File: src/rtl/rxd_pkg.sv
package rxd_pkg;

    typedef enum logic [1:0] {
        FMT_SER  = 2'd0,
        FMT_NIB  = 2'd1,
        FMT_BYTE = 2'd2
    } fmt_e;

    typedef struct packed {
        logic dat;
        logic clk;
    } ser_out_t;

    function automatic fmt_e decode_fmt(input logic par, input logic wide);
        if (!par) return FMT_SER;
        return wide ? FMT_BYTE : FMT_NIB;
    endfunction

endpackage

File: src/rtl/rxd_mode_ctl.sv
module rxd_mode_ctl
    import rxd_pkg::*;
(
    input  logic clk,
    input  logic par_sel,
    input  logic wide_sel,
    output fmt_e fmt,
    output logic clr
);
    fmt_e fmt_q;

    assign fmt = decode_fmt(par_sel, wide_sel);

    always_ff @(posedge clk) begin
        fmt_q <= fmt;
    end

    assign clr = (fmt != fmt_q);
endmodule

File: src/rtl/rxd_packer.sv
module rxd_packer
    import rxd_pkg::*;
#(
    parameter int WIDE_W   = 8,
    parameter int NARROW_W = 4
) (
    input  logic              clk,
    input  logic              rst,
    input  logic              clr,
    input  fmt_e              fmt,
    input  logic              stb,
    input  logic              din,
    output logic [WIDE_W-1:0] word,
    output logic              vld,
    output logic              wclk
);
    localparam int CNT_W = $clog2(WIDE_W);

    logic [WIDE_W-2:0] sh;
    logic [CNT_W-1:0]  cnt;
    logic [CNT_W-1:0]  last_idx;
    logic [CNT_W-1:0]  half_idx;
    logic [WIDE_W-1:0] full;
    logic [WIDE_W-1:0] lane_en;
    logic              active;

    assign active   = (fmt != FMT_SER);
    assign last_idx = (fmt == FMT_BYTE) ? CNT_W'(WIDE_W - 1)   : CNT_W'(NARROW_W - 1);
    assign half_idx = (fmt == FMT_BYTE) ? CNT_W'(WIDE_W/2 - 1) : CNT_W'(NARROW_W/2 - 1);
    assign full     = {sh, din};

    for (genvar g = 0; g < WIDE_W; g++) begin : g_lane
        if (g < NARROW_W) begin : g_low
            assign lane_en[g] = 1'b1;
        end else begin : g_high
            assign lane_en[g] = (fmt == FMT_BYTE);
        end
    end

    always_ff @(posedge clk) begin
        if (rst || clr) begin
            sh   <= '0;
            cnt  <= '0;
            word <= '0;
            vld  <= 1'b0;
            wclk <= 1'b0;
        end else begin
            vld <= 1'b0;
            if (active && stb) begin
                sh <= full[WIDE_W-2:0];
                if (cnt == last_idx) begin
                    cnt  <= '0;
                    word <= full & lane_en;
                    vld  <= 1'b1;
                    wclk <= 1'b1;
                end else begin
                    cnt <= cnt + CNT_W'(1);
                    if (cnt == half_idx) wclk <= 1'b0;
                end
            end
        end
    end
endmodule

File: src/rtl/rxd_serial_path.sv
module rxd_serial_path
    import rxd_pkg::*;
(
    input  logic     clk,
    input  logic     rst,
    input  logic     clr,
    input  fmt_e     fmt,
    input  logic     stb,
    input  logic     din,
    output ser_out_t so
);
    always_ff @(posedge clk) begin
        if (rst || clr || fmt != FMT_SER) begin
            so <= '0;
        end else begin
            so.clk <= stb;
            if (stb) so.dat <= din;
        end
    end
endmodule

File: src/rtl/rx_deser_top.sv
module rx_deser_top
    import rxd_pkg::*;
#(
    parameter int WIDE_W   = 8,
    parameter int NARROW_W = 4
) (
    input  logic              clk,
    input  logic              rst,
    input  logic              bit_in,
    input  logic              bit_stb,
    input  logic              par_sel,
    input  logic              wide_sel,
    output logic [WIDE_W-1:0] word_out,
    output logic              word_vld,
    output logic              wclk_out,
    output logic              ser_dat,
    output logic              ser_clk
);
    fmt_e     fmt;
    logic     clr;
    ser_out_t so;

    rxd_mode_ctl u_mode (
        .clk      (clk),
        .par_sel  (par_sel),
        .wide_sel (wide_sel),
        .fmt      (fmt),
        .clr      (clr)
    );

    rxd_packer #(.WIDE_W(WIDE_W), .NARROW_W(NARROW_W)) u_pack (
        .clk  (clk),
        .rst  (rst),
        .clr  (clr),
        .fmt  (fmt),
        .stb  (bit_stb),
        .din  (bit_in),
        .word (word_out),
        .vld  (word_vld),
        .wclk (wclk_out)
    );

    rxd_serial_path u_ser (
        .clk (clk),
        .rst (rst),
        .clr (clr),
        .fmt (fmt),
        .stb (bit_stb),
        .din (bit_in),
        .so  (so)
    );

    assign ser_dat = so.dat;
    assign ser_clk = so.clk;
endmodule

File: config.mk
export PLATFORM = sky130hd
export DESIGN_NAME = rx_deser_top
export DESIGN_NICKNAME = d
export VERILOG_FILES = /design/src/rtl/rxd_pkg.sv /design/src/rtl/rxd_mode_ctl.sv /design/src/rtl/rxd_packer.sv /design/src/rtl/rxd_serial_path.sv /design/src/rtl/rx_deser_top.sv
export SDC_FILE = /design/constraint.sdc
export NUM_CORES = 1
export LEC_CHECK = 0
export BUFFER_PORTS_ARGS = -buffer_cell sky130_fd_sc_hd__buf_2
export CORE_ASPECT_RATIO = 1.1
export CORE_MARGIN = 5
export CORE_UTILIZATION = 53
export DETAILED_ROUTE_END_ITERATION = 16
export GPL_TIMING_DRIVEN = 0
export PLACE_DENSITY_LB_ADDON = 0.05
export SYNTH_ARGS = -nofsm -noshare
export SYNTH_HDL_FRONTEND = slang
export SYNTH_HIERARCHICAL = 1
export SYNTH_SLANG_ARGS = --single-unit
File: constraint.sdc
create_clock -name clk -period 1.8 [get_ports clk]
set_input_delay 0.27 -clock clk [delete_from_list [all_inputs] [get_ports clk]]
set_output_delay 0.27 -clock clk [all_outputs]
set_load 0.02 [all_outputs]
==> impl_metrics.tcl, run 1 <==
set metrics [dict create \
    synthToLayoutAreaGrowth_pct 13.01 \
    power_density_nw_per_um2 720.2 \
    critPathMaxFanout 10 \
    most-common-layout-cells "dfxtp_1 (24), buf_2 (19), nor2_1 (13)" \
    ios 18 \
    gp_congestion 0.8195 \
    start_util 0.5604 \
    detailed_place_hpwl_um 1495 \
    clock-skew-final_ps 5.116 \
    p_switching_uw 183.7 \
    synth-xor-area-share 0.008674 \
    grt_start_max_net_pins 13 \
    internal_power_uw 638.2 \
    outcome "complete, no violations" \
    cts_hold_buf 0 \
    drt_pass1_iterations 4 \
    synth_top_family_by_area "simple AND/OR/NAND/NOR gates" \
    design_area_um2 1141 \
    synth_nets 115 \
    synth_fa_ha_area_frac 0.01239 \
    worst_path_largest_cell_delay_ps 360 \
    numCtsBuffers 3 \
    ys_top_cells_by_area "dfxtp_1 (48%), mux2i_1 (8.9%), nor2_1 (4.8%), nand2_1 (4.1%), nand3_1 (4.0%)" \
    max_freq_mhz 601.0 \
    cts_tree "yes" \
    pwr-share-seq 0.656 \
    clock_latency_ps 300 \
    synth_cell_types 30 \
    hold_violations 0 \
    crit_type "register to register" \
    path_cells "and4b_2 -> nor3_2 -> or2_2 -> clkbuf_1 -> buf_2 -> nor2_1" \
    finalPower_uw 821.8 \
    wire_per_inst_um 13.73 \
    worst_pin_slew_ps 497.4 \
    layout_commonest_cell "dfxtp_1" \
    postSynthCellCount 108 \
    yosysTopAreaCell "dfxtp_1" \
    num_rows 16 \
    syn_area_um2 1010 \
    slew_headroom 0.6672 \
    yosys_register_bits 24 \
    drv_slew 0 \
    hold_path_class "input pin to register" \
    min_period_ps 1664 \
    seq_area_frac_synth 0.4758 \
    clock_path_buffers 2 \
    antenna_found_initial 0 \
    track_usage 0.1477 \
    antenna_left 0 \
    finalCritPeriodShare 0.9244 \
    maxCapViolations 0 \
    rsz0062_at_grt "no" \
    grt_pass1_wl_um 3318 \
    clock_sinks 24 \
    comb_power_share 0.076 \
    drtIter0Drc 8 \
    num_vias 869 \
    cp.required_ps 2000 \
    ir_drop_mv 0.5321 \
    synth_top_area_share 0.4758 \
    gr-total-overflow 0 \
    n_antenna_cell 0 \
    leakagePower_nw 0.4755 \
    h-tree-depth 1 \
    crit_path_top_delay_cell "dfxtp_1" \
    die_y_um 55.78 \
    worstPathArrival_ps 1860 \
    ys_warn_count 6 \
    crit_path_start_kind "register" \
    switching_share 0.2235 \
    synth-simple-area-share 0.2763 \
    clockPowerShare 0.269 \
    cp-end-kind "register" \
    port_buffers 17 \
    routed_wl_um 2005 \
    die_area_um2 2879 \
    clkTransAtPathRegs_ps 110 \
    dieWidth_um 51.62 \
    drc 0 \
    ctsRootBufferMaster "clkbuf_4" \
    dpl-instance-area_um2 1117 \
    core_area_um2 1802 \
    drive_above_1_share 0.2500 \
    synth_compound_area_frac 0.1214 \
    setup_viol 0 \
    muxShareOfSynthArea 0.08922 \
    viasPerCell 5.952 \
    syn_avg_cell_area_um2 9.349 \
    fin_nets 137 \
    grt_pass1_vias 793 \
]
metrics by stage:
step,TNS (ps),std cells,hold slack [ps],utilization,setup WS (ps)
2_1_floorplan,0,108,380.8,-,276.6
3_3_place_gp,-642.9,143,452.9,0.6201,-71.12
3_5_place_dp,-740.9,143,469.1,0.6201,-83.62
4_1_cts,0,146,229.4,0.6333,102.9
5_1_grt,0,146,241.7,0.6333,14.57
6_report,0,146,240.9,0.6333,136.1
sequential cells by signal (all words and copies together), names as in the netlist:
register      count
u_pack/word       8
u_pack/sh         7
u_pack/cnt        3
u_mode/fmt_q      2
u_ser/so          2
u_pack/vld        1
u_pack/wclk       1
layout make-up:
type / count / area (um^2)
flip-flops and latches: 24 / 480.5
multi-input cells: 80 / 513.0
plain buffers: 3 / 13.76
well taps: 18 / 22.52
inverters: 1 / 3.754
repair buffers: 17 / 85.08
clock buffers: 3 / 22.52
fillers: 171 / 660.6
critical path, delay by kind of cell (launching register included):
family | cells | cell delay (ps)
buffers and inverters | 2 | 550
flip-flops | 1 | 360
AND/OR/NAND/NOR | 4 | 640
worst paths after layout:
| check | startpoint | end | slack (ps) | cells after the start |
|---|---|---|---|---|
| setup reg to reg | u_mode/fmt_q[0] | u_pack/cnt[1] | 140 | 6 |
| setup / recovery | u_mode/fmt_q[0] | u_pack/cnt[1] | 140 | 6 |
| hold reg to reg | u_pack/word[7] | u_pack/word[7] | 490 | 2 |
| hold / removal | rst | u_ser/so[0] | 240 | 3 |
cells by family after synthesis:
family,after synthesis
and+or+nand+nor,50
DFF,24
AOI/OAI and AO/OA,19
muxes,9
buffers and inverters,4
xor gates and xnor gates,1
adders and majority gates,1
synthesized netlist by cell type:
| library cell | n |
|---|---|
| a21oi_1 | 2 |
| or4b_1 | 1 |
| nand2_2 | 1 |
| a22oi_1 | 4 |
| nand3_1 | 8 |
| a31oi_1 | 5 |
| ha_1 | 1 |
| o21ai_0 | 2 |
| dfxtp_1 | 24 |
| nand3b_1 | 2 |
| o22ai_1 | 4 |
| buf_2 | 1 |
| nand2_1 | 11 |
| or4_4 | 1 |
| and2_2 | 2 |
| o211ai_1 | 1 |
| inv_1 | 1 |
| nor3_2 | 1 |
| mux2i_1 | 9 |
| and2b_2 | 1 |
| or2_2 | 1 |
| and4b_2 | 2 |
| and4bb_1 | 1 |
| xor2_1 | 1 |
| and3b_1 | 1 |
| clkbuf_1 | 2 |
| nand2b_1 | 2 |
| nor3_1 | 2 |
| a21o_2 | 1 |
| nor2_1 | 13 |
power by group through the flow:
stage                     sequential [mW]  combinational (mW)  clock, mW
after floorplan                     0.552              0.0408          0
after global placement              0.550              0.0608          0
after detailed placement            0.551              0.0619          0
after CTS                           0.539              0.0625      0.230
after global routing                0.540              0.0685      0.250
final                               0.539              0.0622      0.221
per-layer routing:
layer | track usage | part of all wire | vias up
li1 | - | - | 430
met2 | 0.2509 | 0.48 | 24
met1 | 0.1770 | 0.45 | 411
met3 | 0.02413 | 0.048 | 4
met4 | 0.06742 | 0.014 | 0
met5 | 0 | 0 | -
what timing repair did:
| item | in CTS | in global routing |
|---|---|---|
| resized for setup | 1 | 1 |
| buffers inserted | 0 | 0 |
| setup endpoints to repair | 10 | 2 |
No activity file was read; power rests on OpenSTA's default activity.
==> run 2, diff against run 1 <==
--- a/config.mk
+++ b/config.mk
@@ -8,11 +8,10 @@
 export BUFFER_PORTS_ARGS = -buffer_cell sky130_fd_sc_hd__buf_2
 export CORE_ASPECT_RATIO = 1.1
 export CORE_MARGIN = 5
-export CORE_UTILIZATION = 53
+export CORE_UTILIZATION = 52
 export DETAILED_ROUTE_END_ITERATION = 16
 export GPL_TIMING_DRIVEN = 0
 export PLACE_DENSITY_LB_ADDON = 0.05
 export SYNTH_ARGS = -nofsm -noshare
 export SYNTH_HDL_FRONTEND = slang
-export SYNTH_HIERARCHICAL = 1
 export SYNTH_SLANG_ARGS = --single-unit
==> run 2 against run 1 <==
Power increased by 20%. Clock power increased by 79%. Setup slack improved by 290 ps. Global-route usage increased by 0.063 points. Critical path depth decreased by 1. Register-to-register slack improved by 290 ps. Routed wire length decreased by 8.9%. Hold slack got worse by 39 ps. Critical path type unchanged. Highest routed layer unchanged.
==> impl_metrics.tcl, run 2 <==
set metrics [dict create \
    max_freq_mhz 730.4 \
    synthToLayoutAreaGrowth_pct 15.81 \
    drt_pass1_iterations 4 \
    drc 0 \
    num_vias 800 \
    grt_start_max_net_pins 15 \
    setup_slack_ps 430.9 \
    cp-end-kind "register" \
    fin_setup_tns_ps 0 \
    grt_pass1_wl_um 3132 \
    crit_path_start_kind "register" \
    place_ws_ps 285.1 \
    hold_violations 0 \
    ys_warn_count 0 \
    drive_above_1_share 0.1953 \
    critPathMaxFanout 6 \
    postSynthCellCount 109 \
    ctsRootBufferMaster "clkbuf_4" \
    min_period_ps 1369 \
    crit_type "register to register" \
    yosys_register_bits 24 \
    leakagePower_nw 0.4207 \
    numCtsBuffers 3 \
    most-common-layout-cells "dfxtp_1 (24), buf_2 (19), nand2_1 (18)" \
    worst_pin_slew_ps 467.7 \
    clock_sinks 24 \
    h-tree-depth 1 \
    gr-total-overflow 0 \
    ios 18 \
    synth_top_area_share 0.5059 \
    port_buffers 15 \
    pwr-share-seq 0.545 \
    clkTransAtPathRegs_ps 140 \
    rsz0062_at_grt "no" \
    synth_most_common_cell "dfxtp_1" \
    fin_nets 136 \
    largest_reg_flops 8 \
    finalCritPeriodShare 0.7606 \
    core_area_um2 1762 \
    ir_drop_mv 0.4698 \
    antenna_found_initial 0 \
    hold_path_class "input pin to register" \
    netlist_top_cells_count "dfxtp_1 (24), nand2_1 (18), a21oi_1 (17)" \
    clock-skew-final_ps 8.877 \
    yosysTopAreaCell "dfxtp_1" \
    post_cts_buffers 0 \
    synthFlopType "dfxtp_1" \
    nFillCells 164 \
    p_switching_uw 208.6 \
    syn_avg_cell_area_um2 8.712 \
    routed_wl_um 1826 \
    synth_nets 116 \
    reg_top3 "u_pack.word x8, u_pack.sh x7, u_pack.cnt x3" \
    gp_congestion 0.7274 \
    track_usage 0.1484 \
    viasPerCell 5.479 \
    num_rows 16 \
    clock_latency_ps 330 \
    cts_resized 0 \
    die_area_um2 2782 \
    wire_per_inst_um 12.51 \
    worstPathArrival_ps 1590 \
    cts_tree "yes" \
    outcome "complete, no violations" \
    drtIter0Drc 17 \
    layout_commonest_cell "dfxtp_1" \
    slew_headroom 0.6871 \
    grt_pass1_vias 720 \
    setup_viol 0 \
    internal_power_uw 781.6 \
    antenna_left 0 \
    drv_slew 0 \
    synth_cell_types 26 \
    syn_area_um2 949.7 \
    start_util 0.5391 \
    n_antenna_cell 0 \
    maxCapViolations 0 \
    clock_path_buffers 2 \
    detailed_place_hpwl_um 1324 \
    cts_hold_buf 0 \
    ys_top_cells_by_area "dfxtp_1 (51%), a21oi_1 (9.0%), nand2_1 (7.1%), nand3_1 (4.2%), o21ai_0 (4.2%)" \
    clockPowerShare 0.399 \
    cp.required_ps 2020 \
    async_flop_share 0 \
    largest_register "u_pack.word" \
    seq_area_frac_synth 0.5059 \
    synth_edf_count 0 \
    die_y_um 54.82 \
    switching_share 0.2106 \
    comb_power_share 0.056 \
    dieWidth_um 50.75 \
    power_density_nw_per_um2 900.3 \
]
run 2: final cells by class:
cell class                 instances  area, um^2  share of cell area
buffer                             8       42.54             0.03868
clock buffer                       3       22.52             0.02048
clock inverter                     1       30.03             0.02730
inverter                           2       7.507            0.006826
multi-input combinational         75       419.2              0.3811
sequential                        24       480.5              0.4369
tap                               18       22.52             0.02048
timing repair buffer              15       75.07             0.06826
run 2: cell families after synthesis:
kind of cell / count (synthesis) / synth area share
and+or+nand+nor: 41 / 0.2200
AOI/OAI and AO/OA: 27 / 0.1502
DFF: 24 / 0.5059
buffers and inverters: 10 / 0.05270
xor gates and xnor gates: 4 / 0.03690
muxes: 2 / 0.02108
adders and majority gates: 1 / 0.01317
run 2: worst paths after layout:
| kind | start | to | slack (ps) | cells past startpoint |
|---|---|---|---|---|
| max | u_pack.cnt[0] | u_pack.cnt[0] | 430 | 5 |
| min | bit_in | u_pack.sh[0] | 200 | 3 |
| max reg2reg | u_pack.cnt[0] | u_pack.cnt[0] | 430 | 5 |
| min reg2reg | u_pack.wclk | u_pack.wclk | 470 | 2 |
run 2: layer usage:
layer	wire length, um	part of all wire	vias up	track usage
met5	0	0	-	0
met3	131	0.072	3	0.02997
met2	774	0.42	21	0.2479
met1	887	0.49	364	0.1802
met4	32	0.018	0	0.07660
li1	-	-	412	-
run 2: power groups by stage:
stage	clock [mW]	combinational (mW)	sequential, mW
finish	0.395	0.0555	0.540
detailed placement	0	0.0557	0.551
global route	0.420	0.0621	0.541
floorplan	0	0.0391	0.552
CTS	0.398	0.0561	0.540
global placement	0	0.0548	0.551
run 2: through the flow:
stage               hold WS [ps]  cell area [um^2]  total power, mW  utilization  std cells
floorplan                  406.0             949.7           0.5911            -        109
CTS                        204.1              1100           0.9932       0.6243        146
detailed placement         453.4              1047           0.6070       0.5945        142
global placement           455.6              1047           0.6058       0.5945        142
finish                     202.1              1100           0.9902       0.6243        146
global route               222.2              1100            1.023       0.6243        146
run 2: worst max-delay path, cell delays in order, from the launching register on:
cell	delay, ps
dfxtp_1	400
ha_1	190
and3_1	160
clkbuf_1	210
nand2_1	140
nor3b_2	180
==> run 3, diff against run 2 <==
==> constraint.sdc (replaced) <==
create_clock -name clk -period 1.4 [get_ports clk]
set_input_delay 0.21 -clock clk [delete_from_list [all_inputs] [get_ports clk]]
set_output_delay 0.21 -clock clk [all_outputs]
set_load 0.02 [all_outputs]
==> run 3 against run 2 <==
First-iteration DRC count fell by 12%. Count of clock-buffer cells in the layout did not move. Final cell count fell by 0.68%. Largest cell class unchanged. Largest power group unchanged. Global-route usage unchanged. Clock skew shrank 1.4 ps.
==> impl_metrics.tcl, run 3 (synthesis results as in run 2) <==
set metrics [dict create \
    drc 0 \
    die_y_um 54.82 \
    cts_tree "yes" \
    crit_type "register to register" \
    track_usage 0.1484 \
    grt_pass1_vias 720 \
    ctsRootBufferMaster "clkbuf_4" \
    cts_hold_buf 0 \
    largest_reg_flops 8 \
    ios 18 \
    worst_pin_slew_ps 386.5 \
    clock_latency_ps 330 \
    grt_start_max_net_pins 15 \
    numCtsBuffers 3 \
    dieWidth_um 50.75 \
    maxCapViolations 0 \
    hold_path_class "input pin to register" \
    synthToLayoutAreaGrowth_pct 17.92 \
    crit_path_start_kind "register" \
    post_cts_buffers 0 \
    reg_top3 "u_pack.word x8, u_pack.sh x7, u_pack.cnt x3" \
    n_antenna_cell 0 \
    drtIter0Drc 15 \
    dpl-instance-area_um2 1047 \
    cp-end-kind "register" \
    start_util 0.5391 \
    fin_nets 135 \
    outcome "complete, no violations" \
    die_area_um2 2782 \
    finalPower_mw 1.281 \
    drt_pass1_iterations 4 \
    clock-skew-final_ps 7.521 \
    gr-total-overflow 0 \
    layout_commonest_cell "dfxtp_1" \
    num_vias 780 \
    core_area_um2 1762 \
    drv_slew 0 \
    h-tree-depth 1 \
    antenna_found_initial 0 \
    max_freq_mhz 767.7 \
    gp_congestion 0.7274 \
    largest_register "u_pack.word" \
    setup_viol 0 \
    cts_resized 0 \
    min_period_ps 1303 \
    clock_sinks 24 \
    viasPerCell 5.379 \
    detailed_place_hpwl_um 1324 \
    num_rows 16 \
    grt_pass1_wl_um 3132 \
    worstPathArrival_ps 1560 \
    most-common-layout-cells "dfxtp_1 (23), buf_2 (18), nand2_1 (18)" \
    ir_drop_mv 0.6083 \
    port_buffers 15 \
    slew_headroom 0.7423 \
    critPathMaxFanout 10 \
    wire_per_inst_um 12.72 \
    rsz0062_at_grt "no" \
    cp.required_ps 1660 \
    routed_wl_um 1844 \
    hold_violations 0 \
    drive_above_1_share 0.2283 \
    power_density_nw_per_um2 1144 \
    finalCritPeriodShare 0.9304 \
    clock_path_buffers 2 \
    design_area_um2 1120 \
    clkTransAtPathRegs_ps 140 \
    leakagePower_nw 0.4267 \
    antenna_left 0 \
]
[run 3: critical path, cell delays in order (launching register included)]
cell	delay, ps
dfxtp_2	350
or3_1	340
a31o_1	230
buf_4	170
nor3b_2	150
[run 3: metrics by stage]
| stage | setup slack [ps] | instances | setup TNS [ps] | util | hold slack, ps |
|---|---|---|---|---|---|
| 2_1_floorplan | 145.8 | 109 | 0 | - | 346.0 |
| 3_3_place_gp | -39.82 | 142 | -40.42 | 0.5945 | 455.6 |
| 3_5_place_dp | -54.94 | 142 | -169.8 | 0.5945 | 453.4 |
| 4_1_cts | 38.66 | 146 | 0 | 0.6243 | 144.1 |
| 5_1_grt | 11.90 | 145 | 0 | 0.6357 | 162.2 |
| 6_report | 97.41 | 145 | 0 | 0.6357 | 144.9 |
[run 3: routing by layer]
metal / GRT usage / share of wire / vias up
met5: 0 / 0 / -
met4: 0.07660 / 0.017 / 0
met3: 0.02997 / 0.070 / 3
met2: 0.2479 / 0.43 / 19
met1: 0.1802 / 0.48 / 352
li1: - / - / 406
[run 3: cell type report]
class                   count  area, um^2
repair buffers             15       75.07
multi-input cells          75       439.2
flip-flops and latches     24       481.7
inverters                   2       7.507
well taps                  18       22.52
clock inverters             1       30.03
fillers                   165       641.9
plain buffers               7       41.29
clock buffers               3       22.52
[run 3: power breakdown]
part           internal (mW)  leakage (nW)  switching [mW]
Sequential             0.690         0.194         0.00443
Clock                  0.290        0.0279           0.222
Combinational         0.0281         0.205          0.0472
[run 3: final timing paths]
check	slack (ps)	depth (start not counted)	start	endpoint
hold reg to reg	470	2	u_pack.wclk	u_pack.wclk
setup reg to reg	100	4	u_mode.fmt_q[0]	u_pack.cnt[0]
hold / removal	140	3	bit_in	u_pack.sh[0]
setup / recovery	100	4	u_mode.fmt_q[0]	u_pack.cnt[0]
